`src/rtl/frt_pkg.sv`:
```
package frt_pkg;

  localparam int unsigned CTRL_W = 8;

  // bus addresses
  localparam logic ADDR_CTRL = 1'b0;
  localparam logic ADDR_CNT  = 1'b1;

  // control byte bit positions (software-visible layout)
  localparam int unsigned B_OVF  = 7;
  localparam int unsigned B_IE   = 6;
  localparam int unsigned B_STOP = 5;
  localparam int unsigned B_RSV  = 4;
  localparam int unsigned B_CLR  = 3;
  localparam int unsigned SEL_LO = 0;

  // decoded fields of a control write
  typedef struct packed {
    logic       keep_ovf;
    logic       ie;
    logic       stop;
    logic       clr;
    logic [2:0] sel;
  } ctrl_wr_t;

endpackage

```
`src/rtl/frt_prescaler.sv`:
```
module frt_prescaler #(
  parameter int unsigned SEL_W = 3
) (
  input  logic             clk,
  input  logic             rst_n,
  input  logic [SEL_W-1:0] sel,
  output logic             tick
);
  localparam int unsigned PRE_W = 1 << SEL_W;

  logic [PRE_W-1:0] pre_q;
  logic [PRE_W-1:0] taps;

  always_ff @(posedge clk or negedge rst_n) begin
    if (!rst_n) pre_q <= '0;
    else        pre_q <= pre_q + 1'b1;
  end

  // tap i fires once every 2^(i+1) cycles: low i+1 bits all ones
  for (genvar i = 0; i < PRE_W; i++) begin : g_tap
    assign taps[i] = &pre_q[i:0];
  end

  assign tick = taps[sel];
endmodule

```
`src/rtl/frt_ctrl.sv`:
```
module frt_ctrl
  import frt_pkg::*;
#(
  parameter int unsigned SEL_W = 3
) (
  input  logic             clk,
  input  logic             rst_n,
  input  logic             wr_ctrl,
  input  ctrl_wr_t         wr_fields,
  input  logic             ovf_evt,
  input  logic             cap_busy,
  output logic             ovf_q,
  output logic             ie_q,
  output logic             stop_q,
  output logic [SEL_W-1:0] sel_q,
  output logic             clr_pulse
);
  // overflow flag: hardware set beats software clear
  always_ff @(posedge clk or negedge rst_n) begin
    if (!rst_n)                            ovf_q <= 1'b0;
    else if (ovf_evt)                      ovf_q <= 1'b1;
    else if (wr_ctrl && !wr_fields.keep_ovf) ovf_q <= 1'b0;
  end

  always_ff @(posedge clk or negedge rst_n) begin
    if (!rst_n) begin
      ie_q   <= 1'b0;
      stop_q <= 1'b0;
    end else if (wr_ctrl) begin
      ie_q   <= wr_fields.ie;
      stop_q <= wr_fields.stop;
    end
  end

  // rate select frozen while capture logic relies on it
  always_ff @(posedge clk or negedge rst_n) begin
    if (!rst_n)                    sel_q <= '0;
    else if (wr_ctrl && !cap_busy) sel_q <= wr_fields.sel[SEL_W-1:0];
  end

  assign clr_pulse = wr_ctrl && wr_fields.clr;
endmodule

```
`src/rtl/frt_count.sv`:
```
module frt_count #(
  parameter int unsigned CNT_W = 16
) (
  input  logic             clk,
  input  logic             rst_n,
  input  logic             clr,
  input  logic             ld,
  input  logic [CNT_W-1:0] ld_val,
  input  logic             step,
  output logic [CNT_W-1:0] cnt_q,
  output logic             ovf_evt
);
  localparam logic [CNT_W-1:0] CNT_MAX = '1;

  always_ff @(posedge clk or negedge rst_n) begin
    if (!rst_n)    cnt_q <= '0;
    else if (clr)  cnt_q <= '0;
    else if (ld)   cnt_q <= ld_val;
    else if (step) cnt_q <= cnt_q + 1'b1;
  end

  // wrap only counts when the increment actually happens
  assign ovf_evt = step && !clr && !ld && (cnt_q == CNT_MAX);
endmodule

```
`src/rtl/frt_timer.sv`:
```
module frt_timer
  import frt_pkg::*;
#(
  parameter int unsigned CNT_W = 16,
  parameter int unsigned SEL_W = 3
) (
  input  logic             clk,
  input  logic             rst_n,
  input  logic             bus_addr,
  input  logic             bus_we,
  input  logic [CNT_W-1:0] bus_wdata,
  input  logic             bus_rmw,
  output logic [CNT_W-1:0] bus_rdata,
  input  logic             capture_busy,
  output logic             irq
);
  logic             wr_ctrl, wr_cnt;
  ctrl_wr_t         wr_fields;
  logic             ovf_q, ie_q, stop_q, clr_pulse;
  logic [SEL_W-1:0] sel_q;
  logic             tick, step, ovf_evt;
  logic [CNT_W-1:0] cnt_q;
  logic [CTRL_W-1:0] ctrl_byte;

  assign wr_ctrl = bus_we && (bus_addr == ADDR_CTRL);
  assign wr_cnt  = bus_we && (bus_addr == ADDR_CNT);

  always_comb begin
    wr_fields          = '0;
    wr_fields.keep_ovf = bus_wdata[B_OVF];
    wr_fields.ie       = bus_wdata[B_IE];
    wr_fields.stop     = bus_wdata[B_STOP];
    wr_fields.clr      = bus_wdata[B_CLR];
    wr_fields.sel      = bus_wdata[SEL_LO +: 3];
  end

  frt_prescaler #(.SEL_W(SEL_W)) u_pre (
    .clk  (clk),
    .rst_n(rst_n),
    .sel  (sel_q),
    .tick (tick)
  );

  frt_ctrl #(.SEL_W(SEL_W)) u_ctrl (
    .clk      (clk),
    .rst_n    (rst_n),
    .wr_ctrl  (wr_ctrl),
    .wr_fields(wr_fields),
    .ovf_evt  (ovf_evt),
    .cap_busy (capture_busy),
    .ovf_q    (ovf_q),
    .ie_q     (ie_q),
    .stop_q   (stop_q),
    .sel_q    (sel_q),
    .clr_pulse(clr_pulse)
  );

  assign step = tick && !stop_q;

  frt_count #(.CNT_W(CNT_W)) u_cnt (
    .clk    (clk),
    .rst_n  (rst_n),
    .clr    (clr_pulse),
    .ld     (wr_cnt),
    .ld_val (bus_wdata),
    .step   (step),
    .cnt_q  (cnt_q),
    .ovf_evt(ovf_evt)
  );

  // read view: rmw reads force the flag to one, clear and reserved read zero
  always_comb begin
    ctrl_byte                    = '0;
    ctrl_byte[B_OVF]             = ovf_q || bus_rmw;
    ctrl_byte[B_IE]              = ie_q;
    ctrl_byte[B_STOP]            = stop_q;
    ctrl_byte[SEL_LO +: SEL_W]   = sel_q;
  end

  always_comb begin
    if (bus_addr == ADDR_CNT) bus_rdata = cnt_q;
    else                      bus_rdata = {{(CNT_W-CTRL_W){1'b0}}, ctrl_byte};
  end

  assign irq = ovf_q && ie_q;
endmodule

```
`config.mk`:
```
export PLATFORM = sky130hd
export DESIGN_NAME = frt_timer
export DESIGN_NICKNAME = d
export VERILOG_FILES = /design/src/rtl/frt_pkg.sv /design/src/rtl/frt_prescaler.sv /design/src/rtl/frt_ctrl.sv /design/src/rtl/frt_count.sv /design/src/rtl/frt_timer.sv
export SDC_FILE = /design/constraint.sdc
export NUM_CORES = 1
export LEC_CHECK = 0
export BUFFER_PORTS_ARGS = -buffer_cell sky130_fd_sc_hd__clkbuf_2
export CORE_ASPECT_RATIO = 1.5
export CORE_MARGIN = 8
export CORE_UTILIZATION = 55
export DETAILED_ROUTE_END_ITERATION = 10
export PLACE_DENSITY_LB_ADDON = 0.15
export SLEW_MARGIN = 15
export SYNTH_ARGS = -nofsm -noshare
export SYNTH_HDL_FRONTEND = slang
export SYNTH_HIERARCHICAL = 1
export SYNTH_SLANG_ARGS = --single-unit
```
`constraint.sdc`:
```
create_clock -name clk -period 4.7 [get_ports clk]
set_input_delay 0.47 -clock clk [delete_from_list [all_inputs] [get_ports clk]]
set_output_delay 0.47 -clock clk [all_outputs]
set_load 0.005 [all_outputs]
```
==> results of run 1 <==
-- cell usage in the layout (no fill, tap or decap), drive strengths merged, types with 2 or more instances in the layout --
cell type   n
clkbuf     44
dfrtp      30
nor2       20
and2       14
mux2       11
nand2      10
nor2b       9
nand3       9
nand4       8
nor4        7
xnor2       6
a2111oi     6
o21ai       5
inv         5
o41a        4
nand2b      4
a311oi      4
xor2        4
o31ai       3
or4         3
a211oi      3
ha          3
or3         2
and4        2
a21oi       2
-- cell usage after synthesis, types with 5 or more instances --
cell	instances	area [µm²]
dfrtp_1	30	751
nor2_1	20	75.1
and2_1	13	81.3
nand2_1	10	37.5
nor2b_1	8	50.1
nand3_1	7	35.0
nor4_1	7	43.8
mux2_2	6	67.6
nand4_1	6	37.5
xnor2_1	6	52.6
a2111oi_1	5	50.1
inv_1	5	18.8
mux2_4	5	75.1
o21ai_0	5	25.0
-- state kept, by name, summed over array words and instances (netlist names) --
| register | cells |
|---|---|
| u_cnt/cnt_q | 16 |
| u_pre/pre_q | 8 |
| u_ctrl/sel_q | 3 |
| u_ctrl/ie_q | 1 |
| u_ctrl/ovf_q | 1 |
| u_ctrl/stop_q | 1 |
-- critical path: cells and delay by family, from the launching register on --
family	cells	cell delay (ns)
AND/OR/NAND/NOR	3	0.98
flip-flops	1	0.44
adder cells (fa/ha/maj)	1	0.25
AO/OA/AOI/OAI	4	1.38
-- layout make-up --
class                           count  area (µm²)
Clock inverter                      2        12.5
Timing Repair Buffer               38         190
Clock buffer                        6        82.6
Inverter                            5        18.8
Fill cell                         275        1160
Multi-Input combinational cell    148        1080
Sequential cell                    30         751
Tap cell                           42        52.6
-- routing by layer --
metal,up-vias,share of wire
met4,0,0.025
met5,-,0
met1,798,0.37
li1,788,-
met2,47,0.55
met3,15,0.054
-- stage by stage --
step / area, µm² / hold WS, ns / setup slack (ns)
4_1_cts: 2190 / 0.276 / 1.53
6_report: 2190 / 0.257 / 1.51
3_5_place_dp: 2090 / 0.464 / 1.54
3_3_place_gp: 2090 / 0.466 / 1.80
2_1_floorplan: 1910 / 0.174 / 2.15
5_1_grt: 2190 / 0.326 / 1.23
-- power by group through the flow --
stage	Sequential, W	Combinational [W]	Clock [W]
floorplan	0.000324	0.000102	0
global placement	0.000336	0.000143	0
detailed placement	0.000339	0.000148	0
CTS	0.000334	0.000149	0.000225
global route	0.000340	0.000165	0.000234
finish	0.000334	0.000148	0.000217
-- worst max path at each step --
stage / startpoint / cells after the start / to
after floorplan: u_pre/pre_q[0] / 10 / u_cnt/cnt_q[14]
after global placement: u_pre/pre_q[0] / 8 / u_cnt/cnt_q[15]
after detailed placement: u_pre/pre_q[0] / 8 / u_cnt/cnt_q[15]
after CTS: u_pre/pre_q[0] / 8 / u_cnt/cnt_q[15]
after global routing: u_pre/pre_q[0] / 8 / u_cnt/cnt_q[15]
final: u_pre/pre_q[0] / 8 / u_cnt/cnt_q[15]
-- kinds of logic after synthesis --
group                      Yosys count  synth area share
DFF                                 30             0.394
buffers and inverters               14            0.0400
xor gates and xnor gates            10            0.0460
adders and majority gates            3            0.0197
muxes                               12            0.0801
and+or+nand+nor                     90             0.279
AOI/OAI and AO/OA                   33             0.141
==> results by group, run 1 <==
Status
  • Status: finished, final reports clean

Placement
  • Placer Congestion: 0.847
  • Dpl cells: 263
  • Port Buffers: 38
  • Post-DP HPWL: 3540 µm

Synthesis
  • Syn nets: 217
  • Synthesized instance count: around 190
  • Primary FF master, synth: dfrtp_1
  • Mapped Avg Cell Area: 9.92 µm²
  • Sequential share of the synthesized area: 0.394
  • Number of synthesized flops with an enable pin: 0
  • Synth unique cells: 44
  • Syn. warnings: 6
  • Mapped cell area: 0.00191 mm²
  • Seq cells post-synth: 30
  • Asr flop ratio synth: 1.00

Pwr
  • Leakage: between 0.9 and 1 nW
  • NetSw: between 0.0002 and 0.00025 W
  • Pwr Density: 320 mW/mm²
  • VDD IR max: ~0.28 mV
  • Clock share of power: 0.311
  • Internal: 0.000483 W
  • Net Sw Frac: 0.309
  • Pwr Total: between 0.0006 and 0.0007 W
  • Reg power frac: 0.478
  • Logic pwr share: 0.212

Worst setup path
  • RR Startpoint: u_pre/pre_q[0]
  • Reg-to-Reg End: u_cnt/cnt_q[15]
  • CP dominant cell by count: a2111oi_1
  • Crit. End Element: register
  • Crit-path max FO: 10
  • R2R setup slack: approximately 1.5 ns
  • Worst path cell trace: ha_1 -> nand4_1 -> o221a_1 -> a2111oi_1 -> nor2b_1 -> nand4_2 -> o41a_1 -> a2111oi_1
  • Kind of critical path: register to register
  • Reg2Reg Depth: 8
  • Startpoint types: register
  • WP data required: 4.85 ns
  • Critical Path AT: about 3.3 ns
  • Slowest library cell on the worst path: nor2b_1
  • Crit path largest cell delay: roughly 0.53 ns

Clock network
  • Latest clock arrival within the worst-skew pair: 0.28 ns
  • CTS Root Cell: clkbuf_8
  • Worst-path clk slew: roughly 0.07 ns
  • Clock buffer depth: 2
  • H-tree depth: 2
  • Setup Buffers After CTS: 0
  • Clk sink count: 30
  • CTS tree: built
  • Post-CTS Hold Buffers: 0
  • Post-CTS sizing: 0
  • Num CTS Buffers: 5

Routing
  • Via density: a little over 6
  • Drt drc: 0
  • First DRT Iteration DRCs: 65
  • Final WL: between 4000 and 5000 µm
  • DR WL/cell: between 15 and 20 µm
  • Detail Route Antenna Nets: 0
  • Drt pass-1 iters: 4
  • Routed via count: 1648

Global route
  • Grt ovf: 0
  • Met3 global-route usage: 0.0487
  • Met1 Use GR: 0.174
  • First-pass GRT wire length: 7980 µm
  • Largest net degree at the start of global routing: 31
  • Global router's overall resource usage: 0.177
  • Vias in the first global route: approximately 1800
  • GRT Max-Usage Layer: met2
  • Initial antenna violation count: 0
  • GRT met2 Usage: 0.334

Layout
  • Core Util, Final: 0.652
  • # nets final: approximately 250
  • Share of cells above drive strength 1: 0.279
  • Area added between synthesis and finish: 14.7%
  • # diodes: 0
  • Post-route insts no fill: 271

Die
  • # IOs: 39
  • FP Rows: 26
  • Die Y: about 90 µm
  • Total die area: roughly 0.0056 mm²
  • Die width: between 60 and 70 µm
  • Initial Util: 0.569
  • Total core area: about 0.0034 mm²

STA
  • RSZ-0062 raised after global routing: no
  • Setup violators final: 0
  • Final worst-path cycle share: 0.679
  • Tmin final: 3.19 ns
  • Final Max Slew Viols: 0
  • Fmax: about 310 MHz
  • Final Hold Fails: 0
  • Worst Max-Slew Pin Slew: 0.777 ns
  • Rel. slew slack: 0.482
  • Sum Neg Setup Slack: 0 ns
  • Setup Skew: around 0.0038 ns

Run
  • Max-cap violation count: 0

Hold path
  • Hold Path Class: input port to asynchronous set/reset pin
No activity file was read; power rests on OpenSTA's default activity.
==> inputs of run 2 (changes only) <==
- CORE_UTILIZATION: 55 -> 49
- clock period: 4.7 -> 2.86 ns (I/O delays scaled with it)
==> run 2 against run 1 <==
Wire length increased by 2.5%. Sequential power increased by 65%. Flip-flop and latch count unchanged. Power increased by 73%. Clock power increased by 87%. Cell count increased by 3.0%. Critical path depth unchanged. Fmax increased by 17%. Clock skew increased by 0.0013 ns. Clock-buffer cell count increased by 2. Via count increased by 1.5%. First-iteration DRC count increased by 65%. Largest cell class unchanged. Highest routed layer unchanged.
==> results by group, run 2 (synthesis gave the netlist of run 1 again) <==
Layout
  • Biggest register: u_cnt/cnt_q (unchanged)
  • # nets final: 258 (was 253)
  • Final instance area: 0.00227 mm² (was 0.00219 mm²)
  • Most frequent cells in the layout: 38 x clkbuf_2, 29 x dfrtp_1, 20 x nor2_1, 13 x and2_1, 10 x nand2_1 (was 38 x clkbuf_2, 30 x dfrtp_1, 20 x nor2_1, 13 x and2_1, 10 x nand2_1)
  • Reg area: 752 µm² (was 751 µm²)
  • Area added between synthesis and finish: 18.9% (was 14.7%)
  • # diodes: 0 (unchanged)
  • Leading cell type in the layout, fill and taps excluded: clkbuf_2 (unchanged)
  • Share of cells above drive strength 1: 0.312 (was 0.279)
  • Multi-input logic area: 0.00110 mm² (was 0.00108 mm²)
  • Number of fill cells: 361 (was 275)
  • Largest regs: u_cnt/cnt_q (16), u_pre/pre_q (8), u_ctrl/sel_q (3) (unchanged)
  • Max reg flops: 16 (unchanged)

STA
  • Final worst-path cycle share: 0.951 (was 0.679)
  • Setup Skew: 0.00510 ns (was 0.00383 ns)
  • Setup violators final: 0 (unchanged)
  • Rel. slew slack: 0.478 (was 0.482)
  • Sum Neg Setup Slack: 0 ns (unchanged)
  • Worst Max-Slew Pin Slew: 0.782 ns (was 0.777 ns)
  • RSZ-0062 raised after global routing: no (unchanged)
  • Final Max Slew Viols: 0 (unchanged)
  • Post-route setup slack: 0.140 ns (was 1.51 ns)
  • Fmax: 368 MHz (was 313 MHz)
  • Final Hold Fails: 0 (unchanged)
  • Tmin final: 2.72 ns (was 3.19 ns)

Clock network
  • Num CTS Buffers: 5 (unchanged)
  • Clk sink count: 30 (unchanged)
  • Worst-path clk slew: 0.07 ns (about the same)
  • CTS Root Cell: clkbuf_8 (unchanged)
  • Post-CTS Hold Buffers: 0 (unchanged)
  • Clock buffer depth: 2 (unchanged)
  • Latest clock arrival within the worst-skew pair: 0.28 ns (about the same)
  • H-tree depth: 2 (unchanged)
  • CTS tree: built (unchanged)

Die
  • Total core area: 0.00385 mm² (was 0.00335 mm²)
  • Total die area: 0.00618 mm² (was 0.00564 mm²)
  • # IOs: 39 (unchanged)
  • Die Y: 92.4 µm (was 88.1 µm)
  • FP Rows: 28 (was 26)
  • Die width: 66.9 µm (was 64.1 µm)
  • Initial Util: 0.494 (was 0.569)

Placement
  • Placer Congestion: 0.796 (was 0.847)
  • Post-DP HPWL: 3570 µm (was 3540 µm)
  • Port Buffers: 38 (unchanged)
  • Pre-CTS WS: 0.0144 ns (was 1.54 ns)
  • Area post-placement: 0.00212 mm² (was 0.00209 mm²)

Worst setup path
  • R2R setup slack: 0.14 ns (was 1.51 ns)
  • WP data required: 3.01 ns (was 4.85 ns)
  • CP dominant cell by count: a2111oi_1 (unchanged)
  • Crit. path cell count: 8 (unchanged)
  • Startpoint types: register (unchanged)
  • Critical Path AT: 2.87 ns (was 3.34 ns)
  • Crit-path max FO: 11 (was 10)
  • Crit. End Element: register (unchanged)
  • Kind of critical path: register to register (unchanged)
  • Reg2Reg Depth: 8 (unchanged)
  • Reg-to-Reg End: u_cnt/cnt_q[14] (was u_cnt/cnt_q[15])
  • Top cell family by delay on the critical path: compound AO/OA/AOI/OAI gates (unchanged)
  • CP Buf/Inv Count: 0 (unchanged)
  • Slowest library cell on the worst path: o41a_1 (was nor2b_1)
  • Crit path largest cell delay: 0.44 ns (was 0.53 ns)
  • RR Startpoint: u_pre/pre_q[1] (was u_pre/pre_q[0])
  • Worst path cell trace: ha_1 -> nand2b_1 -> o221a_1 -> a2111oi_1 -> nor2b_4 -> nand3_4 -> o41a_1 -> a2111oi_1 (was ha_1 -> nand4_1 -> o221a_1 -> a2111oi_1 -> nor2b_1 -> nand4_2 -> o41a_1 -> a2111oi_1)

Pwr
  • Clock share of power: 0.335 (was 0.311)
  • Pwr Density: 533 mW/mm² (was 320 mW/mm²)
  • Reg power frac: 0.458 (was 0.478)
  • Leakage: 0.975 nW (was 0.939 nW)
  • NetSw: 0.000357 W (was 0.000216 W)
  • VDD IR max: 0.448 mV (was 0.279 mV)
  • Internal: 0.000850 W (was 0.000483 W)
  • Logic pwr share: 0.207 (was 0.212)
  • Net Sw Frac: 0.296 (was 0.309)

Routing
  • Via density: 6.00 (was 6.08)
  • Drt drc: 0 (unchanged)
  • First DRT Iteration DRCs: 107 (was 65)
  • Detail Route Antenna Nets: 0 (unchanged)
  • Final WL: 4900 µm (was 4780 µm)
  • DR WL/cell: 17.6 µm (was 17.7 µm)
  • Routed via count: 1673 (was 1648)
  • Drt pass-1 iters: 4 (unchanged)

Global route
  • Global router's overall resource usage: 0.162 (was 0.177)
  • Grt ovf: 0 (unchanged)
  • First-pass GRT wire length: 7940 µm (was 7980 µm)
  • Largest net degree at the start of global routing: 31 (unchanged)
  • Vias in the first global route: 1717 (was 1756)
  • Initial antenna violation count: 0 (unchanged)

Hold path
  • Hold Path Class: input port to asynchronous set/reset pin (unchanged)

Run
  • Max-cap violation count: 0 (unchanged)

Status
  • Status: finished, final reports clean (unchanged)
## run 2: cell type report
class / count / share of cell area
multi-input combinational: 148 / 0.486
sequential: 30 / 0.332
timing repair buffer: 43 / 0.100
clock buffer: 8 / 0.0486
tap: 45 / 0.0248
inverter: 5 / 0.00828
## run 2: power by group through the flow
stage,logic (W),registers (W),clock network [W]
2_1_floorplan,0.000167,0.000533,0
3_3_place_gp,0.000238,0.000555,0
3_5_place_dp,0.000243,0.000559,0
4_1_cts,0.000245,0.000551,0.000417
5_1_grt,0.000276,0.000563,0.000439
6_report,0.000250,0.000552,0.000405
## run 2: routing by layer
layer / vias up / routed length [µm] / global-route usage
met5: - / 0 / 0
met4: 0 / 78 / 0.0525
met3: 8 / 321 / 0.0556
met2: 52 / 2710 / 0.295
met1: 823 / 1800 / 0.165
li1: 790 / - / -
## run 2: per-stage QoR
step                      total power (W)  cells  hold slack [ns]   util
after global placement           0.000793    270            0.390  0.551
after floorplan                  0.000700    192         -0.00959      -
after detailed placement         0.000802    270            0.405  0.551
final                             0.00121    279           0.0743  0.588
after global routing              0.00128    279            0.136  0.588
after CTS                         0.00121    278           0.0983  0.581
## run 2: what timing repair did
| item | in CTS | in global routing |
|---|---|---|
| endpoints found under the setup margin | 1 | 6 |
| gates resized for setup | 1 | 5 |
| setup buffers | 0 | 1 |
| pin swaps | 0 | 0 |
## run 2: how the worst max path moves through the flow
| stage | from | slack [ns] | endpoint |
|---|---|---|---|
| 6_report | u_pre/pre_q[1] | 0.14 | u_cnt/cnt_q[14] |
| 3_3_place_gp | u_pre/pre_q[0] | 0.17 | u_cnt/cnt_q[14] |
| 3_5_place_dp | u_pre/pre_q[0] | 0.01 | u_cnt/cnt_q[14] |
| 4_1_cts | u_pre/pre_q[0] | 0.04 | u_cnt/cnt_q[14] |
| 5_1_grt | u_pre/pre_q[1] | 0.04 | u_cnt/cnt_q[13] |
| 2_1_floorplan | u_pre/pre_q[0] | 0.31 | u_cnt/cnt_q[14] |
## run 2: worst register-to-register path: stages, from the launching register on
cell and delay [ns]:
dfrtp_1 0.41, ha_1 0.25, nand2b_1 0.09, o221a_1 0.27
a2111oi_1 0.34, nor2b_4 0.28, nand3_4 0.16, o41a_1 0.44
a2111oi_1 0.35
==> inputs of run 3 (changes only) <==
- PLACE_DENSITY: default -> 0.76
- PLACE_DENSITY_LB_ADDON: 0.15 -> default
==> run 3 against run 2 <==
Cell count is 0.36% higher. Utilization is 0.42 points higher. Via count is 3.2% lower.
==> results by group, run 3 (synthesis gave the netlist of run 1 again) <==
Routing
  • Detail Route Antenna Nets: 0 (unchanged)
  • Final WL: 4550 µm (was 4900 µm)
  • DR WL/cell: 16.3 µm (was 17.6 µm)
  • Drt drc: 0 (unchanged)
  • Via density: 5.78 (was 6.00)
  • Drt pass-1 iters: 4 (unchanged)
  • First DRT Iteration DRCs: 67 (was 107)
  • Routed via count: 1619 (was 1673)

Clock network
  • CTS Root Cell: clkbuf_8 (unchanged)
  • Post-CTS Hold Buffers: 0 (unchanged)
  • Num CTS Buffers: 5 (unchanged)
  • H-tree depth: 2 (unchanged)
  • Clock buffer depth: 2 (unchanged)
  • Worst-path clk slew: 0.07 ns (about the same)
  • Clk sink count: 30 (unchanged)
  • CTS tree: built (unchanged)
  • Latest clock arrival within the worst-skew pair: 0.29 ns (was 0.28 ns)

Layout
  • Max reg flops: 16 (unchanged)
  • # nets final: 259 (was 258)
  • Most frequent cells in the layout: 38 x clkbuf_2, 29 x dfrtp_1, 20 x nor2_1, 13 x and2_1, 10 x nand2_1 (unchanged)
  • Area added between synthesis and finish: 19.8% (was 18.9%)
  • # diodes: 0 (unchanged)
  • Core Util, Final: 0.592 (was 0.588)
  • Leading cell type in the layout, fill and taps excluded: clkbuf_2 (unchanged)
  • Largest regs: u_cnt/cnt_q (16), u_pre/pre_q (8), u_ctrl/sel_q (3) (unchanged)
  • Biggest register: u_cnt/cnt_q (unchanged)
  • Share of cells above drive strength 1: 0.315 (was 0.312)
  • Final instance area: 0.00228 mm² (was 0.00227 mm²)
  • Number of fill cells: 385 (was 361)

Run
  • Max-cap violation count: 0 (unchanged)

Worst setup path
  • Reg-to-Reg End: u_ctrl/ovf_q (was u_cnt/cnt_q[14])
  • Reg2Reg Depth: 9 (was 8)
  • Startpoint types: register (unchanged)
  • Crit path largest cell delay: 0.43 ns (was 0.44 ns)
  • Kind of critical path: register to register (unchanged)
  • RR Startpoint: u_pre/pre_q[1] (unchanged)
  • WP data required: 3.09 ns (was 3.01 ns)
  • R2R setup slack: 0.13 ns (was 0.14 ns)
  • Worst path cell trace: ha_2 -> nand4_1 -> o221a_1 -> a2111oi_2 -> nor2b_4 -> nand3_4 -> or3_1 -> nor4_1 -> a21o_1 (was ha_1 -> nand2b_1 -> o221a_1 -> a2111oi_1 -> nor2b_4 -> nand3_4 -> o41a_1 -> a2111oi_1)
  • Slowest library cell on the worst path: nor4_1 (was o41a_1)
  • Crit. End Element: register (unchanged)
  • Top cell family by delay on the critical path: simple AND/OR/NAND/NOR gates (was compound AO/OA/AOI/OAI gates)
  • CP Buf/Inv Count: 0 (unchanged)
  • Worst Setup SP: u_pre/pre_q[1] (unchanged)
  • Crit-path max FO: 11 (unchanged)
  • Critical Path AT: 2.96 ns (was 2.87 ns)

STA
  • Tmin final: 2.73 ns (was 2.72 ns)
  • Final worst-path cycle share: 0.954 (was 0.951)
  • Setup Skew: 0.00656 ns (was 0.00510 ns)
  • Final Max Slew Viols: 0 (unchanged)
  • Final Hold Fails: 0 (unchanged)
  • Rel. slew slack: 0.487 (was 0.478)
  • Fmax: 366 MHz (was 368 MHz)
  • WHS: 0.0559 ns (was 0.0743 ns)
  • RSZ-0062 raised after global routing: no (unchanged)
  • Setup violators final: 0 (unchanged)
  • Worst Max-Slew Pin Slew: 0.770 ns (was 0.782 ns)

Global route
  • Vias in the first global route: 1636 (was 1717)
  • Grt ovf: 0 (unchanged)
  • First-pass GRT wire length: 7600 µm (was 7940 µm)
  • Initial antenna violation count: 0 (unchanged)
  • Global router's overall resource usage: 0.157 (was 0.162)
  • Largest net degree at the start of global routing: 31 (unchanged)

Die
  • Total core area: 0.00385 mm² (unchanged)
  • Total die area: 0.00618 mm² (unchanged)
  • FP Rows: 28 (unchanged)
  • Die width: 66.9 µm (unchanged)
  • Initial Util: 0.494 (unchanged)
  • # IOs: 39 (unchanged)
  • Die Y: 92.4 µm (unchanged)

Placement
  • Post-DP HPWL: 3310 µm (was 3570 µm)
  • Port Buffers: 38 (unchanged)
  • Area post-placement: 0.00213 mm² (was 0.00212 mm²)
  • Placer Congestion: 0.808 (was 0.796)

Pwr
  • Pwr Total: 0.00121 W (about the same)
  • Pwr Density: 529 mW/mm² (was 533 mW/mm²)
  • Leakage: 0.973 nW (was 0.975 nW)
  • VDD IR max: 0.410 mV (was 0.448 mV)

Hold path
  • Hold Path Class: input port to asynchronous set/reset pin (unchanged)

Status
  • Status: finished, final reports clean (unchanged)
[run 3: repair_timing]
item | CTS | global route
buffers inserted | 0 | 1
gates resized for setup | 2 | 5
setup endpoints to repair | 1 | 7
[run 3: worst max-delay path by stage]
stage,end,cells past startpoint
detailed placement,u_ctrl/ovf_q,9
floorplan,u_cnt/cnt_q[14],10
CTS,u_ctrl/ovf_q,9
global route,u_cnt/cnt_q[10],8
finish,u_ctrl/ovf_q,9
global placement,u_ctrl/ovf_q,9
[run 3: routing by layer]
metal,vias up,global-route usage,share of wire,wire length [µm]
li1,795,-,-,-
met1,766,0.172,0.38,1730
met2,49,0.267,0.52,2390
met3,9,0.0532,0.074,339
met4,0,0.0595,0.022,101
met5,-,0,0,0
[run 3: metrics by stage]
step           worst slack (ns)  cells  TNS, ns
2_1_floorplan             0.309    192        0
3_3_place_gp             0.0351    271        0
3_5_place_dp            -0.0724    271  -0.0724
4_1_cts                  0.0214    279        0
5_1_grt                 0.00698    280        0
6_report                  0.131    280        0
[run 3: final cells by class]
type / instances / area, µm² / share of cell area
timing repair buffer: 44 / 235 / 0.103
inverter: 5 / 18.8 / 0.00822
clock buffer: 8 / 110 / 0.0482
sequential: 30 / 752 / 0.329
tap: 45 / 56.3 / 0.0247
multi-input combinational: 148 / 1110 / 0.486
[run 3: where the power goes]
| group | total, W | internal, W | switching, W |
|---|---|---|---|
| Combinational | 0.000247 | 0.000137 | 0.000110 |
| Clock | 0.000406 | 0.000243 | 0.000164 |
| Sequential | 0.000554 | 0.000471 | 0.0000823 |
